==> config.mk <==
export PLATFORM = sky130hd
export DESIGN_NAME = bcd_twostep_alu
export DESIGN_NICKNAME = d
export VERILOG_FILES = /design/src/rtl/bcd_twostep_alu.sv
export SDC_FILE = /design/constraint.sdc
export NUM_CORES = 1
export LEC_CHECK = 0
export ABC_AREA = 1
export BUFFER_PORTS_ARGS = -buffer_cell sky130_fd_sc_hd__buf_2
export CAP_MARGIN = 30
export CORE_UTILIZATION = 59
export CTS_BUF_LIST = sky130_fd_sc_hd__clkbuf_8
export DETAILED_ROUTE_END_ITERATION = 8
export GPL_ROUTABILITY_DRIVEN = 0
export GPL_TIMING_DRIVEN = 0
export PLACE_DENSITY = 0.84
export SLEW_MARGIN = 5
export SYNTH_ARGS = -nofsm -noshare
export SYNTH_HDL_FRONTEND = slang
export SYNTH_SLANG_ARGS = --single-unit
==> constraint.sdc <==
create_clock -name clk -period 6.05 [get_ports clk]
set_input_delay 1.21 -clock clk [delete_from_list [all_inputs] [get_ports clk]]
set_output_delay 1.21 -clock clk [all_outputs]
set_load 0.03 [all_outputs]
==> src/rtl/bcd_twostep_alu.sv <==
module bcd_twostep_alu (
  input  logic        clk,
  input  logic        rst_n,
  input  logic [31:0] a,
  input  logic [31:0] b,
  input  logic [1:0]  width_sel,
  input  logic [1:0]  op,
  input  logic        hold,
  input  logic        borrow_mode,
  output logic [31:0] y,
  output logic        flag_c,
  output logic        flag_z,
  output logic        flag_n,
  output logic        flag_v,
  output logic [7:0]  digit_carry
);
  localparam int NBYTES = 4;
  localparam int NDIG   = 2 * NBYTES;

  logic [2:0]  nbytes;
  logic [5:0]  top;
  logic [4:0]  msb;
  logic [31:0] sel_mask;
  logic [7:0]  dig_mask;
  logic [31:0] corr, opnd, opnd_x, b_sel;
  logic [32:0] sum33;
  logic        is_sub, is_fix, cout, cin_msb;
  logic [7:0]  dc;
  logic [7:0]  nc_q;
  logic        c_q, z_q, n_q, v_q;

  assign is_sub = op[0];
  assign is_fix = op[1];
  assign nbytes = (width_sel == 2'b00) ? 3'd4 : {1'b0, width_sel};
  assign top    = {nbytes, 3'b000};
  assign msb    = 5'(top - 6'd1);

  always_comb begin
    for (int k = 0; k < NBYTES; k++) begin
      sel_mask[8*k +: 8] = (3'(k) < nbytes) ? 8'hFF : 8'h00;
      dig_mask[2*k +: 2] = (3'(k) < nbytes) ? 2'b11 : 2'b00;
    end
  end

  always_comb begin
    for (int i = 0; i < NDIG; i++)
      corr[4*i +: 4] = (nc_q[i] && dig_mask[i]) ? 4'h6 : 4'h0;
  end

  assign b_sel  = b & sel_mask;
  assign opnd   = is_fix ? corr : (a & sel_mask);
  assign opnd_x = is_sub ? (~opnd & sel_mask) : opnd;
  assign sum33  = {1'b0, b_sel} + {1'b0, opnd_x} + {32'd0, is_sub};

  assign cout    = sum33[top];
  assign cin_msb = sum33[msb] ^ b_sel[msb] ^ opnd_x[msb];
  assign y       = (sum33[31:0] & sel_mask) | (b & ~sel_mask);

  always_comb begin
    logic       chain, gen, prop;
    logic [3:0] ad, bd;
    logic [4:0] s5;
    chain = 1'b0;
    for (int i = 0; i < NDIG; i++) begin
      ad = a[4*i +: 4];
      bd = b[4*i +: 4];
      s5 = {1'b0, ad} + {1'b0, bd};
      if (is_sub) begin
        gen  = bd < ad;
        prop = bd == ad;
      end else begin
        gen  = s5 > 5'd9;
        prop = s5 == 5'd9;
      end
      dc[i] = dig_mask[i] & (gen | (prop & chain));
      chain = dc[i];
    end
  end

  always_ff @(posedge clk or negedge rst_n) begin
    if (!rst_n) begin
      nc_q <= '0;
      c_q  <= 1'b0;
      z_q  <= 1'b0;
      n_q  <= 1'b0;
      v_q  <= 1'b0;
    end else if (!hold) begin
      c_q <= (is_sub && borrow_mode) ? ~cout : cout;
      z_q <= (y & sel_mask) == 32'd0;
      n_q <= y[msb];
      v_q <= cin_msb ^ cout;
      if (!is_fix) nc_q <= dc;
    end
  end

  assign flag_c      = c_q;
  assign flag_z      = z_q;
  assign flag_n      = n_q;
  assign flag_v      = v_q;
  assign digit_carry = nc_q;


  hold_freeze_chk: assert property (@(posedge clk) disable iff (!rst_n)
    hold |=> $stable({nc_q, c_q, z_q, n_q, v_q}));


  fix_keeps_carries_chk: assert property (@(posedge clk) disable iff (!rst_n)
    (is_fix && !hold) |=> $stable(digit_carry));


  upper_carries_zero_chk: assert property (@(posedge clk) disable iff (!rst_n)
    (!is_fix && !hold && width_sel == 2'b01) |=> (digit_carry[7:2] == 6'd0));


  unsel_from_b_chk: assert property (@(posedge clk) disable iff (!rst_n)
    (width_sel == 2'b10) |-> (y[31:16] == b[31:16]));


  zero_not_negative_chk: assert property (@(posedge clk) disable iff (!rst_n)
    flag_z |-> !flag_n);
endmodule

# Word-level counts from Yosys, hierarchy flattened
# Index checks and enable logic that the tools add are counted.
totals:
  regBits: 12
  in_bits: 72
  out_inout_bits: 44
  wordCells: 147
op_classes:
  addsub: 11
  order_cmp: 23
  eq_ne: 14
  muxes: 45
  n_bitwise: 37
  n_reduce_logical: 12
ops:
  columns: ["op", "count"]
  rows:
  - ["AND 32 bit", 6]
  - ["2-to-1 mux 32 bit", 2]
  - ["inverter 32 bit", 2]
  - ["adder 4 x 4 -> 5 bit", 8]
  - ["greater-than comparator 5 x 4 -> 1 bit (second input constant)", 8]
  - ["equality test 5 x 4 -> 1 bit (second input constant)", 7]
  - ["adder 32 x 32 -> 33 bit", 1]
  - ["adder 33 x 1 -> 33 bit", 1]
  - ["logical NOT 32 bit", 1]
  - ["< comparator 4 bit", 8]
  - ["2-to-1 mux 8 bit", 4]
  - ["bitwise OR 32 bit", 1]
  - ["equality test 4 bit", 7]
  - ["2-to-1 mux 3 bit", 9]
  - ["2-to-1 mux 1 bit", 21]
  - ["binary-select mux 1 bit (select 5 bit)", 4]
  - ["AND 1 bit", 15]
  - ["logical AND 1 bit", 9]
  - ["2-to-1 mux 2 bit", 4]
  - ["< comparator 5 x 7 -> 1 bit (second input constant)", 1]
  - ["< comparator 6 x 7 -> 1 bit (second input constant)", 1]
  - ["bitwise OR 1 bit", 7]
  - ["< comparator 1 x 3 -> 1 bit (first input constant)", 2]
  - ["< comparator 2 x 3 -> 1 bit (first input constant)", 2]
  - ["7 further kinds", 11]

# Longest topological paths before layout
# Gate-level depths: netlist (run 1).
logic_depth:
  depth_word: 26
  depth_mapped: 32
  ltp_nobuf: 30

# Worst setup path after synthesis (run 1)
# Ideal clock, no wire load.
synth_path:
  kind: "input to output"
  start: "in width_sel[0]"
  end: "out y[23]"
  arrival_time_ns: 4.435
  t_required_ns: 4.840
  setup_slack_ns: 0.405
  stages: 22
  n_path_buf: 2
  path_cell_list: "inv_1 -> ha_1 -> clkbuf_2 -> nor2_4 -> nor2_2 -> inv_1 -> buf_2 -> nand3_1 -> o21ai_0 -> inv_1 -> o21ai_0 -> inv_1 -> ha_1 -> nand3_1 -> nand2_2 -> a21oi_4 -> o21ai_2 -> nand3_1 -> nand3_1 -> nand2_1 -> nand2_1 -> o21ai_0"
synth_via:
  elab_chain_cells: 14
  word_cells_on_any_way: 35
synth_lines:
  columns: ["element", "line_no", "rtl"]
  rows:
  - ["start: declaration", "6", "input logic [1:0] width_sel,"]
  - ["logical NOT 2 bit", "34", "assign nbytes = (width_sel == 2'b00) ? 3'd4 : {1'b0, width_sel};"]
  - ["2-to-1 mux 3 bit (*)", "34", null]
  - ["< comparator 1 x 3 -> 1 bit or < comparator 2 x 3 -> 1 bit (tied branches)", "40, 41", null]
  - ["2-to-1 mux 2 bit", "41", "dig_mask[2*k +: 2] = (3'(k) < nbytes) ? 2'b11 : 2'b00;"]
  - ["logical AND 1 bit", "47", "corr[4*i +: 4] = (nc_q[i] && dig_mask[i]) ? 4'h6 : 4'h0;"]
  - ["2-to-1 mux 3 bit", "47", null]
  - ["2-to-1 mux 32 bit", "51", "assign opnd = is_fix ? corr : (a & sel_mask);"]
  - ["inverter 32 bit", "52", "assign opnd_x = is_sub ? (~opnd & sel_mask) : opnd;"]
  - ["AND 32 bit", "52", null]
  - ["2-to-1 mux 32 bit", "52", null]
  - ["adder 32 x 32 -> 33 bit", "53", "assign sum33 = {1'b0, b_sel} + {1'b0, opnd_x} + {32'd0, is_sub};"]
  - ["adder 33 x 1 -> 33 bit", "53", null]
  - ["AND 32 bit", "57", "assign y = (sum33[31:0] & sel_mask) | (b & ~sel_mask);"]
  - ["bitwise OR 32 bit (*)", "57", null]
  - ["end: declaration", "10", "output logic [31:0] y,"]
# Mark *: on every way between the ends. The rest lies on a longest branch, timed or not.

# Worst setup path after layout (run 1)
layout_path:
  start: "in op[0]"
  end: "out y[18]"
layout_via:
  elab_chain_cells: 5
layout_lines:
  columns: ["element", "line_no", "rtl"]
  rows:
  - ["start: declaration", "7", "input logic [1:0] op,"]
  - ["2-to-1 mux 32 bit", "52", null]
  - ["adder 32 x 32 -> 33 bit", "53", null]
  - ["adder 33 x 1 -> 33 bit (*)", "53", null]
  - ["AND 32 bit (*)", "57", null]
  - ["bitwise OR 32 bit (*)", "57", null]
# Marked as above.

==> results of run 1 <==
==> kinds of logic (layout without fill, tap and decap cells) <==
family                     Yosys count  in the layout  synth area share [%]
and+or+nand+nor                    458            458                  32.1
AOI/OAI and AO/OA                  248            248                  23.0
buffers and inverters              214            336                  13.5
adders and majority gates          107            107                  23.2
xor gates and xnor gates            23             23                  3.30
DFF                                 12             12                  4.92
==> metrics by stage <==
step	hold slack [ps]	util, %	cell area, um^2
2_1_floorplan	652	-	6100
3_5_place_dp	469	69.0	6840
4_1_cts	494	69.9	6930
3_3_place_gp	462	69.0	6840
5_1_grt	531	71.1	7050
6_report	488	71.1	7050
==> routing by layer <==
metal	vias to the layer above	global-route usage [%]	wire length, um
met3	52	3.78	2060
met2	415	57.9	8510
met5	-	0	0
met4	0	11.8	661
met1	3427	50.9	8360
li1	3719	-	-
==> how the worst min path moves through the flow <==
| stage | from | to | slack, ps | depth (start not counted) |
|---|---|---|---|---|
| 2_1_floorplan | flag_v | flag_v | 650 | 2 |
| 3_3_place_gp | flag_z | flag_z | 460 | 2 |
| 3_5_place_dp | flag_z | flag_z | 470 | 2 |
| 4_1_cts | flag_v | flag_v | 490 | 2 |
| 5_1_grt | flag_v | flag_v | 530 | 2 |
| 6_report | flag_v | flag_v | 490 | 2 |
==> cell usage after synthesis, drive strengths merged (2+ instances only) <==
cell type / count / share of area [%]
xor2: 18 / 2.6
nand3: 66 / 5.7
nand3b: 5 / 0.62
nand4: 16 / 1.6
inv: 188 / 12
nor2: 119 / 7.5
o211ai: 5 / 0.70
a31oi: 5 / 0.51
xnor2: 5 / 0.72
fa: 10 / 3.3
o22ai: 3 / 0.31
buf: 13 / 1.1
a21o: 2 / 0.25
ha: 97 / 20
nor4: 2 / 0.31
a32oi: 2 / 0.29
a21boi: 3 / 0.37
a21oi: 86 / 7.5
o21ai: 125 / 11
nand2: 224 / 14
or2: 3 / 0.31
o21bai: 9 / 1.4
nor3: 23 / 2.1
dfrtp: 12 / 4.9
clkbuf: 12 / 0.76
==> worst min-delay path, delay by kind of cell (launching register included) <==
family / cells / cell delay [ps]
flip-flops: 1 / 350
AND/OR/NAND/NOR: 2 / 110
==> placed cells by master (no fill, tap or decap), types with 6 or more instances in the layout <==
cell type	count
sky130_fd_sc_hd__nand2_1	216
sky130_fd_sc_hd__inv_1	178
sky130_fd_sc_hd__buf_2	115
sky130_fd_sc_hd__nor2_1	113
sky130_fd_sc_hd__o21ai_0	101
sky130_fd_sc_hd__ha_1	96
sky130_fd_sc_hd__a21oi_1	79
sky130_fd_sc_hd__nand3_1	61
sky130_fd_sc_hd__o21ai_1	19
sky130_fd_sc_hd__nor3_1	19
sky130_fd_sc_hd__xor2_1	18
sky130_fd_sc_hd__nand4_1	16
sky130_fd_sc_hd__buf_4	12
sky130_fd_sc_hd__dfrtp_1	12
sky130_fd_sc_hd__inv_2	9
sky130_fd_sc_hd__fa_1	9
sky130_fd_sc_hd__nand2_2	8
sky130_fd_sc_hd__o21bai_1	7
sky130_fd_sc_hd__a21oi_2	6
==> flip-flops by register name, indices dropped and copies added (netlist names) <==
name         count
flag_z           1
flag_n           1
flag_c           1
flag_v           1
digit_carry      8
==> repair_timing <==
item,in CTS,in global routing
resized for setup,9,43
buffers inserted,2,5
pin swaps,2,7
endpoints found under the setup margin,26,25
==> layout make-up <==
class,instances,area [um^2],area share [%]
clock buffers,4,55.1,0.781
well taps,133,166,2.36
plain buffers,22,129,1.83
repair buffers,121,633,8.98
flip-flops and latches,12,300,4.26
multi-input cells,836,5050,71.7
inverters,189,712,10.1
==> power by group <==
part           total (mW)  leakage (nW)  internal [mW]  switching, mW
clock               0.102        0.0288         0.0579         0.0438
combinational       0.922          3.75          0.299          0.623
sequential          0.104         0.152         0.0939         0.0101
==> flow_summary.html, run 1 <==
<table>
<tr><th>Metric</th><th>Value</th></tr>
<tr><th colspan="2">Run status</th></tr>
<tr><td>Run status</td><td>finished clean</td></tr>
<tr><th colspan="2">Job</th></tr>
<tr><td>Max-cap violation count</td><td>0</td></tr>
<tr><th colspan="2">STA</th></tr>
<tr><td>Transition time at the pin with the least slew margin</td><td>854 ps</td></tr>
<tr><td>Max-slew headroom at the worst pin</td><td>42.8%</td></tr>
<tr><td>Final-report setup violation count</td><td>0</td></tr>
<tr><td>Timing-limited maximum frequency</td><td>170 MHz</td></tr>
<tr><td>Number of pins exceeding their max-slew limit in the final report</td><td>0</td></tr>
<tr><td>Post-route setup slack</td><td>167 ps</td></tr>
<tr><td>Accumulated negative setup slack</td><td>0 ps</td></tr>
<tr><td>Setup clock skew after layout</td><td>5.05 ps</td></tr>
<tr><td>Post-route clock period utilization</td><td>between 90 and 100%</td></tr>
<tr><td>Min Clock Period, post-route</td><td>5880 ps</td></tr>
<tr><td>Count of endpoints failing hold in the final timing report</td><td>0</td></tr>
<tr><th colspan="2">Critical path</th></tr>
<tr><td>Library cell contributing the largest single delay on the critical path</td><td>sky130_fd_sc_hd__fa_2</td></tr>
<tr><td>Critical path depth in cells</td><td>19</td></tr>
<tr><td>WP buf/inv</td><td>7</td></tr>
<tr><td>Crit path cell chain</td><td>buf_2, inv_1, clkbuf_4, clkbuf_4, xor2_1, fa_1, inv_1, fa_2, nand3b_1, nand2_2, inv_2, o211ai_4, nand2_1, nand2_2, a21oi_2, xnor2_1, nand2_1, o21ai_0, buf_4</td></tr>
<tr><td>Crit path arrival time</td><td>4670 ps</td></tr>
<tr><td>Critical path's largest stage delay</td><td>390 ps</td></tr>
<tr><td>Reg-to-reg critical path endpoint</td><td>flag_z</td></tr>
<tr><td>Crit path from</td><td>op[0]</td></tr>
<tr><td>Family with the most delay on the worst path</td><td>buffers and inverters</td></tr>
<tr><td>Critical path capture point</td><td>y[18]</td></tr>
<tr><td>Worst EP required</td><td>between 4000 and 5000 ps</td></tr>
<tr><td>Kind of start point of the critical path</td><td>input port</td></tr>
<tr><td>Largest fanout on the critical path</td><td>19</td></tr>
<tr><td>Reg-to-reg slack, setup</td><td>2780 ps</td></tr>
<tr><td>Crit path kind</td><td>input port to output pin</td></tr>
<tr><td>Worst Setup End Kind</td><td>output pin</td></tr>
<tr><td>Reg-to-Reg Start</td><td>digit_carry[3]</td></tr>
<tr><td>FF-to-FF path depth</td><td>17</td></tr>
<tr><th colspan="2">CTS</th></tr>
<tr><td>Clock Tree Buf Depth</td><td>2</td></tr>
<tr><td>TritonCTS sink count</td><td>12</td></tr>
<tr><td>Post-CTS clock slew at the launch and capture registers of the worst setup and hold paths</td><td>70 ps</td></tr>
<tr><td>Clock Tree Root</td><td>sky130_fd_sc_hd__clkbuf_8</td></tr>
<tr><td>CTS tree</td><td>built</td></tr>
<tr><td>Number of buffers added by the clock tree synthesis step</td><td>3</td></tr>
<tr><td>Depth of the CTS H-tree</td><td>1</td></tr>
<tr><td>Post-cts hold buffer count</td><td>0</td></tr>
<tr><td>Clock latency on the worst-skew pair</td><td>~260 ps</td></tr>
<tr><th colspan="2">Worst hold path</th></tr>
<tr><td>Path type of the worst min-delay path</td><td>flip-flop to flip-flop</td></tr>
<tr><th colspan="2">Global routing</th></tr>
<tr><td>Largest net degree at the start of global routing</td><td>20</td></tr>
<tr><td>Antenna violations before repair</td><td>0</td></tr>
<tr><td>Via count of the first global-routing pass</td><td>approximately 6.8k</td></tr>
<tr><td>Total congestion overflow after global routing</td><td>0</td></tr>
<tr><td>All-Layer GR Usage</td><td>36.2%</td></tr>
<tr><td>First-pass GRT wire length</td><td>32200 um</td></tr>
<tr><th colspan="2">Floorplan</th></tr>
<tr><td>Area of the die</td><td>about 11000 um^2</td></tr>
<tr><td>Number of top-level pins</td><td>116</td></tr>
<tr><td>Initial standard-cell utilization of the core</td><td>between 60% and 70%</td></tr>
<tr><td>Die Width</td><td>104 um</td></tr>
<tr><td>Core box area</td><td>9910 um^2</td></tr>
<tr><td>Standard-cell row count</td><td>36</td></tr>
<tr><td>Die span in y</td><td>104 um</td></tr>
<tr><th colspan="2">Logic synthesis</th></tr>
<tr><td>Warning count from the yosys run</td><td>0</td></tr>
<tr><td>Cell area after synthesis</td><td>6100 um^2</td></tr>
<tr><td>EDFF count, synth</td><td>0</td></tr>
<tr><td>Number of synthesized register bits</td><td>12</td></tr>
<tr><td>Number of distinct library cell variants in the gate-level netlist after synthesis</td><td>53</td></tr>
<tr><td>Ys async rst share</td><td>100%</td></tr>
<tr><td>Sequential element share of the synthesized area</td><td>4.92%</td></tr>
<tr><td>Post-Syn Area per Cell</td><td>around 5.7 um^2</td></tr>
<tr><td>Mapped Nets</td><td>1241</td></tr>
<tr><td>Most used flip-flop cell after synthesis</td><td>sky130_fd_sc_hd__dfrtp_1</td></tr>
<tr><td>Gate count after technology mapping</td><td>approximately 1.1k</td></tr>
<tr><th colspan="2">Route</th></tr>
<tr><td>Via Count</td><td>7613</td></tr>
<tr><td>Number of design-rule violations left by the first detailed-router iteration</td><td>798</td></tr>
<tr><td>Final wirelength</td><td>between 15000 and 20000 um</td></tr>
<tr><td>Post-route DRC violation count</td><td>0</td></tr>
<tr><td>Routed wirelength normalized by instance count</td><td>14.9 um</td></tr>
<tr><td>Number of vias per cell after detailed routing</td><td>roughly 5.8</td></tr>
<tr><td>Remaining antenna violation count after routing</td><td>0</td></tr>
<tr><td>Initial DRT Pass Iterations</td><td>6</td></tr>
<tr><th colspan="2">Power</th></tr>
<tr><td>Power density over the cells</td><td>160 nW/um^2</td></tr>
<tr><td>Power consumption</td><td>1.13 mW</td></tr>
<tr><td>Leakage component of the power</td><td>3.93 nW</td></tr>
<tr><td>Worst ir drop on vdd</td><td>0.119 mV</td></tr>
<tr><th colspan="2">Placement</th></tr>
<tr><td>Placed wire-length estimate after detailed placement</td><td>about 16000 um</td></tr>
<tr><td>Placed cells</td><td>1309</td></tr>
<tr><td>Placement-stage worst setup slack</td><td>-561 ps</td></tr>
<tr><td>Port Buffers</td><td>~110</td></tr>
<tr><th colspan="2">Cells and area</th></tr>
<tr><td>Layout net count</td><td>1364</td></tr>
<tr><td>Syn-to-layout area delta</td><td>15.5%</td></tr>
<tr><td>Share of post-route cells with drive strength above 1</td><td>16.5%</td></tr>
<tr><td>Antenna Cells</td><td>0</td></tr>
<tr><td>Fill count</td><td>963</td></tr>
<tr><td>Post-route non-filler standard cell count</td><td>1317</td></tr>
</table>
(Power assumes the default switching activity.)
==> inputs of run 2 (changes only) <==
Settings changed: GPL_TIMING_DRIVEN 0 to unset.
==> run 2 against run 1 <==
  * Combinational power decreased by 4.0%
  * Sequential share of layout area increased by 0.10 points
  * Clock-buffer cell count decreased by 1
  * First-iteration DRC count decreased by 25%
  * Fmax increased by 3.9%
  * Largest cell class unchanged
  * Largest power group unchanged
  * Highest routed layer unchanged
==> flow_summary.html, run 2 (synthesized netlist as in run 1, its figures left out) <==
<table>
<tr><th>Metric</th><th>Value</th></tr>
<tr><th colspan="2">Cells and area</th></tr>
<tr><td>FF/Latch Area</td><td>300 um^2 (unchanged)</td></tr>
<tr><td>Highest-count cells in the layout ignoring fill and taps</td><td>sky130_fd_sc_hd__nand2_1 (218), sky130_fd_sc_hd__inv_1 (180), sky130_fd_sc_hd__nor2_1 (116), sky130_fd_sc_hd__buf_2 (115), sky130_fd_sc_hd__o21ai_0 (108)</td></tr>
<tr><td>Post-route non-filler standard cell count</td><td>1303 (-1.1%)</td></tr>
<tr><td>Combined area of the multi-input logic cells</td><td>4980 um^2 (-1.5%)</td></tr>
<tr><td>Layout net count</td><td>1351 (-0.95%)</td></tr>
<tr><td>Antenna Cells</td><td>0 (unchanged)</td></tr>
<tr><td>Fill count</td><td>938 (-2.6%)</td></tr>
<tr><td>Number of flip-flops in the largest register</td><td>8 (unchanged)</td></tr>
<tr><td>Syn-to-layout area delta</td><td>12.8%</td></tr>
<tr><td>Final Instance Area</td><td>6880 um^2 (-2.3%)</td></tr>
<tr><td>Share of post-route cells with drive strength above 1</td><td>14.6% (-1.9 points)</td></tr>
<tr><td>Most common cell after layout, fill and taps aside</td><td>sky130_fd_sc_hd__nand2_1</td></tr>
<tr><th colspan="2">Route</th></tr>
<tr><td>Routed wirelength normalized by instance count</td><td>14.1 um (-5.0%)</td></tr>
<tr><td>Via Count</td><td>7380 (-3.1%)</td></tr>
<tr><td>Initial DRT Pass Iterations</td><td>7 (+1)</td></tr>
<tr><td>Number of vias per cell after detailed routing</td><td>5.66 (-2.0%)</td></tr>
<tr><td>Final wirelength</td><td>18400 um (-6.0%)</td></tr>
<tr><td>Number of design-rule violations left by the first detailed-router iteration</td><td>602 (-25%)</td></tr>
<tr><td>Post-route DRC violation count</td><td>0 (unchanged)</td></tr>
<tr><td>Remaining antenna violation count after routing</td><td>0 (unchanged)</td></tr>
<tr><th colspan="2">CTS</th></tr>
<tr><td>Depth of the CTS H-tree</td><td>1 (unchanged)</td></tr>
<tr><td>Clock latency on the worst-skew pair</td><td>260 ps (about the same)</td></tr>
<tr><td>Number of buffers added by the clock tree synthesis step</td><td>3 (unchanged)</td></tr>
<tr><td>Resized cells post-CTS</td><td>0 (-9)</td></tr>
<tr><td>TritonCTS sink count</td><td>12 (unchanged)</td></tr>
<tr><td>Post-cts hold buffer count</td><td>0 (unchanged)</td></tr>
<tr><td>Post-CTS clock slew at the launch and capture registers of the worst setup and hold paths</td><td>70 ps (about the same)</td></tr>
<tr><td>Setup repair bufs after CTS</td><td>0 (-2)</td></tr>
<tr><td>Clock Tree Buf Depth</td><td>2 (unchanged)</td></tr>
<tr><td>Clock Tree Root</td><td>sky130_fd_sc_hd__clkbuf_8</td></tr>
<tr><td>CTS tree</td><td>built</td></tr>
<tr><th colspan="2">Critical path</th></tr>
<tr><td>FF-to-FF path depth</td><td>22 (+5)</td></tr>
<tr><td>Reg-to-reg slack, setup</td><td>2730 ps (-50 ps)</td></tr>
<tr><td>Crit path arrival time</td><td>4450 ps (-220 ps)</td></tr>
<tr><td>Crit path kind</td><td>input port to output pin</td></tr>
<tr><td>Reg-to-reg critical path endpoint</td><td>flag_z</td></tr>
<tr><td>Crit path from</td><td>width_sel[0]</td></tr>
<tr><td>Kind of start point of the critical path</td><td>input port</td></tr>
<tr><td>Family with the most delay on the worst path</td><td>simple AND/OR/NAND/NOR gates</td></tr>
<tr><td>Critical path's largest stage delay</td><td>490 ps (+100 ps)</td></tr>
<tr><td>Worst EP required</td><td>4840 ps (about the same)</td></tr>
<tr><td>WP buf/inv</td><td>6 (-1)</td></tr>
<tr><td>Reg-to-Reg Start</td><td>digit_carry[0]</td></tr>
<tr><td>Library cell contributing the largest single delay on the critical path</td><td>sky130_fd_sc_hd__fa_1</td></tr>
<tr><td>Critical path depth in cells</td><td>24 (+5)</td></tr>
<tr><td>Critical path capture point</td><td>y[28]</td></tr>
<tr><td>Crit path cell chain</td><td>buf_2, inv_1, ha_1, nor2_4, nor2_2, inv_1, nand2_1, o21ai_0, inv_1, o21ai_0, o21ai_0, fa_1, nand3b_1, nand2_1, inv_2, o21bai_4, nand3_1, nand3_1, nand2_1, nand2_1, a21oi_1, o21ai_1, o21ai_0, buf_2</td></tr>
<tr><td>Worst Setup End Kind</td><td>output pin</td></tr>
<tr><td>Largest fanout on the critical path</td><td>4 (-15)</td></tr>
<tr><th colspan="2">Power</th></tr>
<tr><td>Leakage component of the power</td><td>3.86 nW (-1.7%)</td></tr>
<tr><td>Power density over the cells</td><td>157 nW/um^2 (-2.1%)</td></tr>
<tr><td>Worst ir drop on vdd</td><td>0.122 mV (+1.8%)</td></tr>
<tr><td>Power consumption</td><td>1.08 mW (-4.4%)</td></tr>
<tr><th colspan="2">Floorplan</th></tr>
<tr><td>Initial standard-cell utilization of the core</td><td>61.6% (unchanged)</td></tr>
<tr><td>Area of the die</td><td>10800 um^2 (unchanged)</td></tr>
<tr><td>Core box area</td><td>9910 um^2 (unchanged)</td></tr>
<tr><td>Standard-cell row count</td><td>36 (unchanged)</td></tr>
<tr><td>Die span in y</td><td>104 um (unchanged)</td></tr>
<tr><td>Die Width</td><td>104 um (unchanged)</td></tr>
<tr><td>Number of top-level pins</td><td>116 (unchanged)</td></tr>
<tr><th colspan="2">Global routing</th></tr>
<tr><td>First-pass GRT wire length</td><td>30500 um (-5.1%)</td></tr>
<tr><td>Largest net degree at the start of global routing</td><td>41 (+110%)</td></tr>
<tr><td>Total congestion overflow after global routing</td><td>0 (unchanged)</td></tr>
<tr><td>Antenna violations before repair</td><td>0 (unchanged)</td></tr>
<tr><td>Via count of the first global-routing pass</td><td>6633 (-1.8%)</td></tr>
<tr><td>All-Layer GR Usage</td><td>34.0% (-2.2 points)</td></tr>
<tr><th colspan="2">STA</th></tr>
<tr><td>RSZ-0062 raised after global routing</td><td>no</td></tr>
<tr><td>Final-report setup violation count</td><td>0 (unchanged)</td></tr>
<tr><td>Post-route clock period utilization</td><td>93.6% (-3.7 points)</td></tr>
<tr><td>Accumulated negative setup slack</td><td>0 ps (unchanged)</td></tr>
<tr><td>Transition time at the pin with the least slew margin</td><td>786 ps (-68.2 ps)</td></tr>
<tr><td>Count of endpoints failing hold in the final timing report</td><td>0 (unchanged)</td></tr>
<tr><td>Number of pins exceeding their max-slew limit in the final report</td><td>0 (unchanged)</td></tr>
<tr><td>Min Clock Period, post-route</td><td>5660 ps (-222 ps)</td></tr>
<tr><td>Timing-limited maximum frequency</td><td>177 MHz (+3.9%)</td></tr>
<tr><td>Setup clock skew after layout</td><td>1.11 ps (-3.94 ps)</td></tr>
<tr><td>Max-slew headroom at the worst pin</td><td>47.4% (+4.6 points)</td></tr>
<tr><th colspan="2">Placement</th></tr>
<tr><td>Placed wire-length estimate after detailed placement</td><td>15200 um (-5.2%)</td></tr>
<tr><td>Placed cells</td><td>1300 (-0.69%)</td></tr>
<tr><td>Port Buffers</td><td>115 (+0.88%)</td></tr>
<tr><td>Placement Cell Area</td><td>6840 um^2 (about the same)</td></tr>
<tr><th colspan="2">Job</th></tr>
<tr><td>Max-cap violation count</td><td>0 (unchanged)</td></tr>
<tr><th colspan="2">Run status</th></tr>
<tr><td>Run status</td><td>finished clean</td></tr>
<tr><th colspan="2">Worst hold path</th></tr>
<tr><td>Path type of the worst min-delay path</td><td>flip-flop to flip-flop</td></tr>
</table>
==> run 2: worst register-to-register path: stages, from the launching register on <==
cell and delay (ps):
sky130_fd_sc_hd__dfrtp_1 420, sky130_fd_sc_hd__nand3_1 120, sky130_fd_sc_hd__o21ai_0 100, sky130_fd_sc_hd__inv_1 70
sky130_fd_sc_hd__o21ai_0 70, sky130_fd_sc_hd__o21ai_0 180, sky130_fd_sc_hd__fa_1 490, sky130_fd_sc_hd__nand3b_1 190
sky130_fd_sc_hd__nand2_1 140, sky130_fd_sc_hd__inv_2 70, sky130_fd_sc_hd__o21bai_4 190, sky130_fd_sc_hd__nand2_1 90
sky130_fd_sc_hd__nand2_1 100, sky130_fd_sc_hd__nand4_1 150, sky130_fd_sc_hd__nand3_1 120, sky130_fd_sc_hd__nand2_1 50
sky130_fd_sc_hd__nand3_1 90, sky130_fd_sc_hd__nand2_1 60, sky130_fd_sc_hd__nor2_1 160, sky130_fd_sc_hd__nand2_1 120
sky130_fd_sc_hd__nor2_1 120, sky130_fd_sc_hd__nand3_1 90, sky130_fd_sc_hd__nand2_1 70
==> run 2: worst min-delay path by stage <==
stage | startpoint | to | slack [ps] | cells after the start
after floorplan | flag_v | flag_v | 650 | 2
after detailed placement | flag_z | flag_z | 470 | 2
after global placement | flag_z | flag_z | 470 | 2
after global routing | digit_carry[6] | digit_carry[6] | 530 | 2
final | flag_z | flag_z | 490 | 2
after CTS | flag_z | flag_z | 490 | 2
==> run 2: through the flow <==
step	hold WS [ps]	worst slack (ps)	util [%]
floorplan	652	405	-
global placement	467	524	69.1
finish	488	388	69.5
detailed placement	468	446	69.1
CTS	491	420	69.5
global route	530	45.1	69.5
==> run 2: routing by layer <==
layer | vias to the layer above | global-route usage [%] | share of wire, %
met1 | 3243 | 47.0 | 43
met3 | 48 | 3.40 | 9.7
met4 | 0 | 9.59 | 2.8
met2 | 393 | 56.0 | 44
met5 | - | 0 | 0
li1 | 3696 | - | -
==> run 2: cell type report <==
type	count	share of cell area (%)
Clock buffer	3	0.600
Multi-Input combinational cell	836	72.3
Sequential cell	12	4.36
Inverter	189	10.3
Tap cell	133	2.42
Timing Repair Buffer	130	10.0
==> run 2: power breakdown <==
part	internal (mW)	switching [mW]
Sequential	0.0939	0.0124
Clock	0.0443	0.0423
Combinational	0.285	0.600
Total	0.423	0.655
==> inputs of run 3 (changes only) <==
Settings changed: ABC_AREA 1 to unset, BUFFER_PORTS_ARGS -buffer_cell sky130_fd_sc_hd__buf_2 to unset, CAP_MARGIN 30 to unset, CORE_UTILIZATION 59 to 60, DONT_BUFFER_PORTS set to 1, PLACE_DENSITY 0.84 to 0.76.
==> run 3 against run 2 <==
  * Clock power grew 25%
  * First-iteration DRC count shrank 28%
  * Worst setup slack lost 170 ps
==> flow_summary.html, run 3 <==
<table>
<tr><th>Metric</th><th>Value</th></tr>
<tr><th colspan="2">Logic synthesis</th></tr>
<tr><td>Number of synthesized register bits</td><td>12 (unchanged)</td></tr>
<tr><td>Synth area leaders</td><td>sky130_fd_sc_hd__ha_1 (19%), sky130_fd_sc_hd__nor2_1 (6.5%), sky130_fd_sc_hd__dfrtp_1 (4.8%)</td></tr>
<tr><td>Share of the synthesized area in the top cell type</td><td>19.4% (-0.54 points)</td></tr>
<tr><td>Most used flip-flop cell after synthesis</td><td>sky130_fd_sc_hd__dfrtp_1</td></tr>
<tr><td>Most instantiated library cell after synthesis</td><td>sky130_fd_sc_hd__nor2_1</td></tr>
<tr><td>Post-Syn Area per Cell</td><td>7.17 um^2 (+25%)</td></tr>
<tr><td>Ys async rst share</td><td>100% (unchanged)</td></tr>
<tr><td>Cell area after synthesis</td><td>6270 um^2 (+2.8%)</td></tr>
<tr><td>Leading post-synthesis cells by instance count</td><td>sky130_fd_sc_hd__nor2_1 (108), sky130_fd_sc_hd__ha_1 (97), sky130_fd_sc_hd__inv_1 (68)</td></tr>
<tr><td>Sequential element share of the synthesized area</td><td>4.79% (-0.13 points)</td></tr>
<tr><td>Warning count from the yosys run</td><td>0 (unchanged)</td></tr>
<tr><td>Number of distinct library cell variants in the gate-level netlist after synthesis</td><td>82 (+55%)</td></tr>
<tr><td>Gate count after technology mapping</td><td>874 (-18%)</td></tr>
<tr><td>Mapped Nets</td><td>1053 (-15%)</td></tr>
<tr><td>EDFF count, synth</td><td>0 (unchanged)</td></tr>
<tr><td>Top cell type by total area after synthesis</td><td>sky130_fd_sc_hd__ha_1</td></tr>
<tr><th colspan="2">Route</th></tr>
<tr><td>Number of design-rule violations left by the first detailed-router iteration</td><td>431 (-28%)</td></tr>
<tr><td>Initial DRT Pass Iterations</td><td>5 (-2)</td></tr>
<tr><td>Post-route DRC violation count</td><td>0 (unchanged)</td></tr>
<tr><td>Routed wirelength normalized by instance count</td><td>17.2 um (+21%)</td></tr>
<tr><td>Via Count</td><td>6353 (-14%)</td></tr>
<tr><td>Final wirelength</td><td>17200 um (-6.5%)</td></tr>
<tr><td>Number of vias per cell after detailed routing</td><td>6.33 (+12%)</td></tr>
<tr><td>Remaining antenna violation count after routing</td><td>0 (unchanged)</td></tr>
<tr><th colspan="2">Floorplan</th></tr>
<tr><td>Area of the die</td><td>10900 um^2 (+1.0%)</td></tr>
<tr><td>Die Width</td><td>104 um (+0.52%)</td></tr>
<tr><td>Standard-cell row count</td><td>36 (unchanged)</td></tr>
<tr><td>Die span in y</td><td>104 um (+0.52%)</td></tr>
<tr><td>Core box area</td><td>9950 um^2 (+0.45%)</td></tr>
<tr><td>Initial standard-cell utilization of the core</td><td>63.0% (+1.4 points)</td></tr>
<tr><td>Number of top-level pins</td><td>116 (unchanged)</td></tr>
<tr><th colspan="2">CTS</th></tr>
<tr><td>TritonCTS sink count</td><td>12 (unchanged)</td></tr>
<tr><td>Post-CTS clock slew at the launch and capture registers of the worst setup and hold paths</td><td>80 ps (about the same)</td></tr>
<tr><td>Post-cts hold buffer count</td><td>0 (unchanged)</td></tr>
<tr><td>Depth of the CTS H-tree</td><td>1 (unchanged)</td></tr>
<tr><td>Clock Tree Root</td><td>sky130_fd_sc_hd__clkbuf_8</td></tr>
<tr><td>Clock latency on the worst-skew pair</td><td>270 ps (about the same)</td></tr>
<tr><td>CTS tree</td><td>built</td></tr>
<tr><td>Number of buffers added by the clock tree synthesis step</td><td>3 (unchanged)</td></tr>
<tr><td>Clock Tree Buf Depth</td><td>2 (unchanged)</td></tr>
<tr><td>Setup repair bufs after CTS</td><td>0 (unchanged)</td></tr>
<tr><th colspan="2">STA</th></tr>
<tr><td>Number of pins exceeding their max-slew limit in the final report</td><td>0 (unchanged)</td></tr>
<tr><td>Count of endpoints failing hold in the final timing report</td><td>0 (unchanged)</td></tr>
<tr><td>Timing-limited maximum frequency</td><td>171 MHz (-3.0%)</td></tr>
<tr><td>Final-report setup violation count</td><td>0 (unchanged)</td></tr>
<tr><td>Setup clock skew after layout</td><td>4.11 ps (+3.00 ps)</td></tr>
<tr><td>Max-slew headroom at the worst pin</td><td>32.0% (-15 points)</td></tr>
<tr><td>RSZ-0062 raised after global routing</td><td>no</td></tr>
<tr><td>Post-route clock period utilization</td><td>96.4% (+2.9 points)</td></tr>
<tr><td>Final hold slack</td><td>626 ps (+138 ps)</td></tr>
<tr><td>Min Clock Period, post-route</td><td>5840 ps (+173 ps)</td></tr>
<tr><td>Transition time at the pin with the least slew margin</td><td>1010 ps (+223 ps)</td></tr>
<tr><td>Accumulated negative setup slack</td><td>0 ps (unchanged)</td></tr>
<tr><th colspan="2">Worst hold path</th></tr>
<tr><td>Path type of the worst min-delay path</td><td>input port to async pin</td></tr>
<tr><th colspan="2">Power</th></tr>
<tr><td>Power density over the cells</td><td>169 nW/um^2 (+8.1%)</td></tr>
<tr><td>Worst ir drop on vdd</td><td>0.107 mV (-12%)</td></tr>
<tr><td>Leakage component of the power</td><td>3.09 nW (-20%)</td></tr>
<tr><th colspan="2">Global routing</th></tr>
<tr><td>Via count of the first global-routing pass</td><td>6147 (-7.3%)</td></tr>
<tr><td>First-pass GRT wire length</td><td>28800 um (-5.7%)</td></tr>
<tr><td>All-Layer GR Usage</td><td>31.5% (-2.5 points)</td></tr>
<tr><td>Total congestion overflow after global routing</td><td>0 (unchanged)</td></tr>
<tr><td>Largest net degree at the start of global routing</td><td>66 (+61%)</td></tr>
<tr><td>Antenna violations before repair</td><td>0 (unchanged)</td></tr>
<tr><th colspan="2">Cells and area</th></tr>
<tr><td>Post-route non-filler standard cell count</td><td>1004 (-23%)</td></tr>
<tr><td>Highest-count cells in the layout ignoring fill and taps</td><td>sky130_fd_sc_hd__nor2_1 (108), sky130_fd_sc_hd__ha_1 (97), sky130_fd_sc_hd__inv_1 (68), sky130_fd_sc_hd__nand2_1 (67), sky130_fd_sc_hd__a21oi_1 (54)</td></tr>
<tr><td>Number of flip-flops in the largest register</td><td>8 (unchanged)</td></tr>
<tr><td>Syn-to-layout area delta</td><td>5.15%</td></tr>
<tr><td>Layout net count</td><td>1051 (-22%)</td></tr>
<tr><td>Most common cell after layout, fill and taps aside</td><td>sky130_fd_sc_hd__nor2_1</td></tr>
<tr><td>Share of post-route cells with drive strength above 1</td><td>9.18% (-5.4 points)</td></tr>
<tr><td>Antenna Cells</td><td>0 (unchanged)</td></tr>
<tr><th colspan="2">Critical path</th></tr>
<tr><td>Kind of start point of the critical path</td><td>input port</td></tr>
<tr><td>Family with the most delay on the worst path</td><td>compound AO/OA/AOI/OAI gates</td></tr>
<tr><td>Worst Setup End Kind</td><td>output pin</td></tr>
<tr><td>Crit path cell chain</td><td>inv_1, ha_1, inv_1, nand2_1, and2_1, nor2_1, fa_1, inv_1, fa_1, nor2b_1, o31a_1, o211ai_1, o21ai_0, nor2_1, o41ai_1, xor2_1, mux2_2</td></tr>
<tr><td>Crit path arrival time</td><td>4630 ps (+180 ps)</td></tr>
<tr><td>Worst EP required</td><td>4840 ps (about the same)</td></tr>
<tr><td>Reg-to-Reg Start</td><td>digit_carry[0]</td></tr>
<tr><td>Library cell contributing the largest single delay on the critical path</td><td>sky130_fd_sc_hd__o41ai_1</td></tr>
<tr><td>Critical path's largest stage delay</td><td>450 ps (-40 ps)</td></tr>
<tr><td>WP buf/inv</td><td>3 (-3)</td></tr>
<tr><td>Dominant cell type by count on the critical path</td><td>sky130_fd_sc_hd__inv_1</td></tr>
<tr><td>Crit path from</td><td>width_sel[1]</td></tr>
<tr><td>Largest fanout on the critical path</td><td>6 (+2)</td></tr>
<tr><td>Crit path kind</td><td>input port to output pin</td></tr>
<tr><th colspan="2">Placement</th></tr>
<tr><td>Port Buffers</td><td>0 (-100%)</td></tr>
<tr><td>Placed cells</td><td>1000 (-23%)</td></tr>
<tr><td>Placed wire-length estimate after detailed placement</td><td>14000 um (-7.9%)</td></tr>
<tr><th colspan="2">Job</th></tr>
<tr><td>Max-cap violation count</td><td>0 (unchanged)</td></tr>
<tr><th colspan="2">Run status</th></tr>
<tr><td>Run status</td><td>finished clean</td></tr>
</table>
==> run 3: cell types whose count changed in the layout (fill, tap and decap cells not counted), moves of 14 or more <==
| cell | delta |
|---|---|
| sky130_fd_sc_hd__a21o_1 | +17 |
| sky130_fd_sc_hd__a21oi_1 | -26 |
| sky130_fd_sc_hd__and2_1 | +15 |
| sky130_fd_sc_hd__buf_2 | -115 |
| sky130_fd_sc_hd__buf_4 | +14 |
| sky130_fd_sc_hd__inv_1 | -112 |
| sky130_fd_sc_hd__mux2i_1 | +19 |
| sky130_fd_sc_hd__nand2_1 | -151 |
| sky130_fd_sc_hd__nand2b_1 | +15 |
| sky130_fd_sc_hd__nand3_1 | -45 |
| sky130_fd_sc_hd__nor2b_1 | +25 |
| sky130_fd_sc_hd__o21a_1 | +16 |
| sky130_fd_sc_hd__o21ai_0 | -56 |
| sky130_fd_sc_hd__xnor2_1 | +21 |
==> run 3: what timing repair did <==
action	CTS	global route
endpoints found under the setup margin	0	3
endpoints found under the hold margin	0	0
resized for setup	0	1
==> run 3: final timing paths <==
path | endpoint | slack [ps] | cells past startpoint
worst max-delay path | y[30] | 210 | 17
worst min-delay path | digit_carry[4] | 630 | 0
worst max register to register | flag_z | 1900 | 14
worst min register to register | flag_c | 710 | 2
max in group asynchronous | digit_carry[6] | 5340 | 0
min in group clk | flag_c | 710 | 2
==> run 3: cells by family after synthesis <==
family	count (synthesis)	share of synthesized area [%]
simple gates	310	24.4
fa+ha+maj	107	22.6
flops	12	4.79
compound gates	250	27.5
buf+inv	107	7.74
xor+xnor	59	8.24
mux	29	4.77
==> run 3: where the power goes <==
part	internal, mW	switching (mW)	total (mW)	leakage [nW]
Sequential	0.0937	0.0459	0.140	0.153
Combinational	0.339	0.529	0.868	2.91
Clock	0.0581	0.0500	0.108	0.0288
==> run 3: through the flow <==
| step | total power [mW] | worst slack, ps | utilization, % | instance area (um^2) |
|---|---|---|---|---|
| after detailed placement | 0.994 | 299 | 65.6 | 6530 |
| after global routing | 1.20 | 8.52 | 66.2 | 6590 |
| after global placement | 0.967 | 367 | 65.6 | 6530 |
| after floorplan | 0.802 | 29.3 | - | 6330 |
| final | 1.12 | 215 | 66.2 | 6590 |
| after CTS | 1.10 | 270 | 66.2 | 6590 |
==> run 3: area by class of cell <==
| class | count | area [um^2] |
|---|---|---|
| sequential | 12 | 300 |
| multi-input combinational | 755 | 5540 |
| timing repair buffer | 32 | 278 |
| tap | 133 | 166 |
| inverter | 68 | 255 |
| clock buffer | 4 | 55.1 |
| fill | 883 | 3360 |
==> run 3: metal layers <==
layer	global-route usage [%]	vias up	share of wire (%)
met3	5.70	43	7.9
met4	7.96	0	2.3
met5	0	-	0
met1	40.0	2948	42
li1	-	3072	-
met2	54.5	290	48
